<file path="src/rtl/dmareq_pkg.sv">
package dmareq_pkg;
  // Register field positions (software-visible layout)
  localparam int EN_BIT   = 7;
  localparam int AUTO_BIT = 6;
  localparam int CODE_LSB = 0;
  localparam logic [7:0] WR_MASK = 8'hC7;

  typedef enum logic [2:0] {
    COND_NONE  = 3'd0,
    COND_LE_Q  = 3'd1,
    COND_LE_H  = 3'd2,
    COND_LE_TQ = 3'd3,
    COND_ANY   = 3'd4,
    COND_GE_Q  = 3'd5,
    COND_GE_H  = 3'd6,
    COND_GE_TQ = 3'd7
  } req_cond_e;
endpackage

</file>
<file path="src/rtl/dmareq_cfg_reg.sv">
module dmareq_cfg_reg #(
  parameter int ADDR_W = 4,
  parameter logic [ADDR_W-1:0] REG_ADDR = '0
) (
  input  logic              clk,
  input  logic              rst,
  input  logic [ADDR_W-1:0] cfg_addr,
  input  logic              cfg_we,
  input  logic [7:0]        cfg_wdata,
  output logic [7:0]        cfg_rdata,
  output logic              en,
  output logic              auto_bit,
  output dmareq_pkg::req_cond_e code
);
  import dmareq_pkg::*;

  logic [7:0] ctl_q;
  logic       hit_addr;

  assign hit_addr = (cfg_addr == REG_ADDR);

  // Reserved bits are masked on write, so they hold 0 forever
  always_ff @(posedge clk) begin
    if (rst) begin
      ctl_q <= 8'h00;
    end else if (cfg_we && hit_addr) begin
      ctl_q <= cfg_wdata & WR_MASK;
    end
  end

  always_ff @(posedge clk) begin
    if (rst) begin
      cfg_rdata <= 8'h00;
    end else begin
      cfg_rdata <= hit_addr ? ctl_q : 8'h00;
    end
  end

  assign en       = ctl_q[EN_BIT];
  assign auto_bit = ctl_q[AUTO_BIT];
  assign code     = req_cond_e'(ctl_q[CODE_LSB +: 3]);
endmodule

</file>
<file path="src/rtl/dmareq_level_cmp.sv">
module dmareq_level_cmp #(
  parameter int DEPTH = 512,
  localparam int CNT_W = $clog2(DEPTH) + 1
) (
  input  logic                 clk,
  input  logic                 rst,
  input  logic                 en,
  input  dmareq_pkg::req_cond_e code,
  input  logic [CNT_W-1:0]     fifo_count,
  output logic                 dma_req
);
  import dmareq_pkg::*;

  // DEPTH must be a power of two and at least 4
  localparam logic [CNT_W-1:0] TH_Q  = CNT_W'(DEPTH >> 2);
  localparam logic [CNT_W-1:0] TH_H  = CNT_W'(DEPTH >> 1);
  localparam logic [CNT_W-1:0] TH_TQ = CNT_W'(DEPTH - (DEPTH >> 2));

  logic [CNT_W-1:0] th [3];
  logic [7:0]       hit;
  logic             req_d;

  assign th[0] = TH_Q;
  assign th[1] = TH_H;
  assign th[2] = TH_TQ;

  assign hit[COND_NONE] = 1'b0;
  assign hit[COND_ANY]  = (fifo_count != '0);

  // Fraction rules: low group refills, high group drains
  for (genvar i = 0; i < 3; i++) begin : g_frac
    assign hit[1 + i] = (fifo_count <= th[i]);
    assign hit[5 + i] = (fifo_count >= th[i]);
  end

  assign req_d = en & hit[code];

  always_ff @(posedge clk) begin
    if (rst) dma_req <= 1'b0;
    else     dma_req <= req_d;
  end
endmodule

</file>
<file path="src/rtl/dmareq_auto_guard.sv">
module dmareq_auto_guard (
  input  logic clk,
  input  logic rst,
  input  logic auto_bit,
  input  logic open_ended,
  output logic auto_active,
  output logic auto_err
);
  always_ff @(posedge clk) begin
    if (rst) begin
      auto_active <= 1'b0;
      auto_err    <= 1'b0;
    end else begin
      auto_active <= auto_bit & ~open_ended;
      auto_err    <= auto_bit &  open_ended;
    end
  end
endmodule

</file>
<file path="src/rtl/dmareq_gen.sv">
module dmareq_gen #(
  parameter int DEPTH  = 512,
  parameter int ADDR_W = 4,
  parameter logic [ADDR_W-1:0] REG_ADDR = ADDR_W'(3),
  localparam int CNT_W = $clog2(DEPTH) + 1
) (
  input  logic              clk,
  input  logic              rst,
  input  logic [ADDR_W-1:0] cfg_addr,
  input  logic              cfg_we,
  input  logic [7:0]        cfg_wdata,
  output logic [7:0]        cfg_rdata,
  input  logic [CNT_W-1:0]  fifo_count,
  input  logic              open_ended,
  output logic              dma_req,
  output logic              auto_active,
  output logic              auto_err
);
  import dmareq_pkg::*;

  logic      cfg_en;
  logic      cfg_auto;
  req_cond_e cfg_code;

  dmareq_cfg_reg #(.ADDR_W(ADDR_W), .REG_ADDR(REG_ADDR)) u_reg (
    .clk(clk), .rst(rst), .cfg_addr(cfg_addr), .cfg_we(cfg_we),
    .cfg_wdata(cfg_wdata), .cfg_rdata(cfg_rdata),
    .en(cfg_en), .auto_bit(cfg_auto), .code(cfg_code)
  );

  dmareq_level_cmp #(.DEPTH(DEPTH)) u_cmp (
    .clk(clk), .rst(rst), .en(cfg_en), .code(cfg_code),
    .fifo_count(fifo_count), .dma_req(dma_req)
  );

  dmareq_auto_guard u_auto (
    .clk(clk), .rst(rst), .auto_bit(cfg_auto), .open_ended(open_ended),
    .auto_active(auto_active), .auto_err(auto_err)
  );
endmodule

</file>
<file path="config.mk">
export PLATFORM = sky130hd
export DESIGN_NAME = dmareq_gen
export DESIGN_NICKNAME = d
export VERILOG_FILES = /design/src/rtl/dmareq_pkg.sv /design/src/rtl/dmareq_cfg_reg.sv /design/src/rtl/dmareq_level_cmp.sv /design/src/rtl/dmareq_auto_guard.sv /design/src/rtl/dmareq_gen.sv
export SDC_FILE = /design/constraint.sdc
export NUM_CORES = 1
export LEC_CHECK = 0
export CORE_MARGIN = 3
export CORE_UTILIZATION = 33
export DETAILED_ROUTE_END_ITERATION = 8
export PLACE_DENSITY = 0.74
export SYNTH_ARGS = -nofsm -noshare
export SYNTH_HDL_FRONTEND = slang
export SYNTH_SLANG_ARGS = --single-unit
</file>
<file path="constraint.sdc">
create_clock -name clk -period 1.22 [get_ports clk]
set_input_delay 0.122 -clock clk [delete_from_list [all_inputs] [get_ports clk]]
set_output_delay 0.122 -clock clk [all_outputs]
set_load 0.02 [all_outputs]
</file>
==> impl_metrics.py <==
metrics = {
    "place": {
        "gp_congestion": 0.716,
        "place_inst": 106,
        "dpl.hpwl_um": 1030,
        "port_buffers": 30,
        "dpl-instance-area_um2": 896,
    },
    "global_routing": {
        "grt_pass1_vias": 439,
        "grt_util_met3": 0.0230,
        "antenna_found_initial": 0,
        "grt_usage": 0.112,
        "grt.met1_usage": 0.143,
        "overflow": 0,
        "grt_max_degree": 8,
        "gr-max-usage-layer": "met2",
        "grt_util_met2": 0.182,
        "grt_pass1_wl_um": 1770,
    },
    "logic_synthesis": {
        "synth_top_family_by_area": "simple AND/OR/NAND/NOR gates",
        "avgSynthCellArea_um2": 9.81,
        "ys_warn_count": 0,
        "synthCells": 56,
        "yosys.area_share.adder": 0,
        "ys_ff_latch": 13,
        "synth-xor-area-share": 0,
        "muxShareOfSynthArea": 0.0911,
        "seq_area_frac_synth": 0.474,
        "synth-simple-area-share": 0.278,
        "syn_area_um2": 549,
        "yosysUniqueCellTypes": 22,
        "synth_compound_area_frac": 0.103,
    },
    "min_path": {
        "holdPathEnd": "u_cmp.dma_req",
        "min_path_type": "in2reg",
        "min_from": "fifo_count[6]",
        "min_delay_path_depth": 4,
    },
    "routing": {
        "vias": 503,
        "wl_um": 1220,
        "ant_nets": 0,
        "wl_per_cell_um": 11.1,
        "first_pass_iters": 2,
        "drcViolationCount": 0,
        "viasPerCell": 4.57,
        "drtIter0Drc": 2,
    },
    "timing": {
        "final.setup.tns_ps": 0,
        "hold_viol_final": 0,
        "rsz0062_at_grt": "false",
        "maxSlewViolCount": 0,
        "whs_ps": 362,
        "fmax_ghz": 0.862,
        "setup_viol": 0,
        "finClkSkew_ps": 5.01,
        "period_share": 0.951,
        "min_period_ps": 1160,
    },
    "cells_and_area": {
        "antennaDiodeCount": 0,
        "syn2layout_area_growth_pct": 66.5,
        "post-route-cell-area_um2": 915,
        "finalNetCount": 121,
        "layout-drive-gt1-share": 0.128,
        "stdcell_count": 110,
    },
    "setup_path": {
        "cp_data_required_time_ps": 1430,
        "cp.arrival_ps": 1370,
        "cp-start-kind": "input pin",
        "r2r_setup_slack_ps": 140,
        "r2r-start": "u_reg.ctl_q[1]",
        "worstSetupPathType": "in2reg",
        "worst_setup_path_end_kind": "flip-flop",
        "r2r-end": "u_cmp.dma_req",
        "worstRegToRegCells": 4,
        "crit_path_start": "fifo_count[0]",
        "crit_fanout": 2,
    },
    "clock_tree": {
        "tritoncts": "done",
        "numCtsBuffers": 3,
        "h-tree-depth": 1,
        "clkTransAtPathRegs_ps": 70,
        "cts_buffer_depth": 2,
        "root_buffer": "clkbuf_4",
        "cts_setup_buffers": 0,
        "clock_latency_ps": 270,
        "cts_sinks": 13,
    },
    "status": {
        "status": "finished, final reports clean",
    },
    "pwr": {
        "power_density_mw_per_mm2": 882,
        "p_leak_nw": 0.430,
        "power_mw": 0.807,
        "vdd_drop_max_v": 0.000567,
    },
    "floorplan": {
        "fp.coreArea_mm2": 0.00154,
        "dieArea_mm2": 0.00219,
        "start_util": 0.356,
        "die_x_um": 46.8,
        "die_height_um": 46.8,
        "pin_count": 37,
        "rows": 14,
    },
    "run": {
        "cap_violations": 0,
    },
}
-- cells by family after synthesis --
family	count (synthesis)
simple gates	26
buf+inv	4
mux	5
flops	13
compound gates	7
other cells	1
-- synth_stat cells --
cell | n | area share
dfxtp_1 | 13 | 0.47
nor2_1 | 10 | 0.068
mux2i_1 | 5 | 0.091
and2_1 | 4 | 0.046
a21oi_1 | 3 | 0.027
buf_4 | 3 | 0.041
nand2b_1 | 3 | 0.034
a211oi_1 | 1 | 0.014
a21boi_2 | 1 | 0.020
and3b_1 | 1 | 0.016
clkbuf_1 | 1 | 0.0068
conb_1 | 1 | 0.0068
nand2_1 | 1 | 0.0068
nand3_1 | 1 | 0.0091
nand3b_1 | 1 | 0.014
nand4_1 | 1 | 0.011
nor2b_1 | 1 | 0.011
nor3_1 | 1 | 0.0091
nor3b_1 | 1 | 0.014
nor4_4 | 1 | 0.039
o311a_1 | 1 | 0.018
o31ai_2 | 1 | 0.023
-- power breakdown --
part	switching (mW)	leakage (nW)	internal [mW]	total [mW]
combinational	0.0411	0.310	0.0803	0.121
clock	0.131	0.0150	0.126	0.257
sequential	0.00205	0.105	0.426	0.428
-- area by class of cell --
cell class                      instances  area, um^2
Tap cell                               16        20.0
Clock buffer                            4        26.3
Fill cell                             147         627
Timing Repair Buffer                   36         338
Sequential cell                        13         260
Multi-Input combinational cell         41         270
-- what timing repair did --
item | 4_1_cts | 5_1_grt
resized for setup | 8 | 1
setup endpoints to repair | 8 | 1
hold buffers | 0 | 0
pin swaps | 0 | 1
-- state kept, by name (all words and copies together), names as in the netlist --
register	count
u_auto.auto_active	1
u_reg.ctl_q	5
u_cmp.dma_req	1
u_auto.auto_err	1
u_reg.cfg_rdata	5
-- metrics by stage --
step,setup WS [ps],util
finish,59.3,0.593
global route,20.3,0.593
CTS,26.3,0.592
detailed placement,-255,0.581
global placement,-181,0.581
floorplan,221,-
-- layer usage --
| layer | vias up | wire length (um) |
|---|---|---|
| li1 | 260 | - |
| met1 | 226 | 533 |
| met2 | 17 | 602 |
| met3 | 0 | 79 |
| met4 | 0 | 0 |
| met5 | - | 0 |
-- layout by cell type, fill, tap and decap left out --
cell type and n:
clkdlybuf4s50_1 21, dfxtp_1 13, nor2_1 10, dlygate4sd2_1 8, buf_4 6, mux2i_1 5, and2_1 4, nand2b_1 3
a21oi_1 3, conb_1 3, clkbuf_4 3, nand4_1 1, nand3_1 1, nand3b_1 1, nor4_4 1, nor3_1 1
a21boi_2 1, nor2b_1 1, o31ai_2 1, nand2_1 1, a211oi_1 1, o311a_1 1, and3b_1 1, nor3b_1 1
clkbuf_1 1, dlymetal6s2s_1 1
-- worst max-delay path: stages --
cell	delay, ps
clkdlybuf4s50_1	400
nor3_1	330
a21boi_2	110
o31ai_2	220
o311a_1	190
-- worst max-delay path by stage --
stage                     to  slack, ps  cells past startpoint
2_1_floorplan  u_cmp.dma_req        220                      4
3_3_place_gp   u_cmp.dma_req       -180                      5
3_5_place_dp   u_cmp.dma_req       -260                      5
4_1_cts        u_cmp.dma_req         30                      5
5_1_grt        u_cmp.dma_req         20                      5
6_report       u_cmp.dma_req         60                      5
Power figures use the tool's default switching activity.
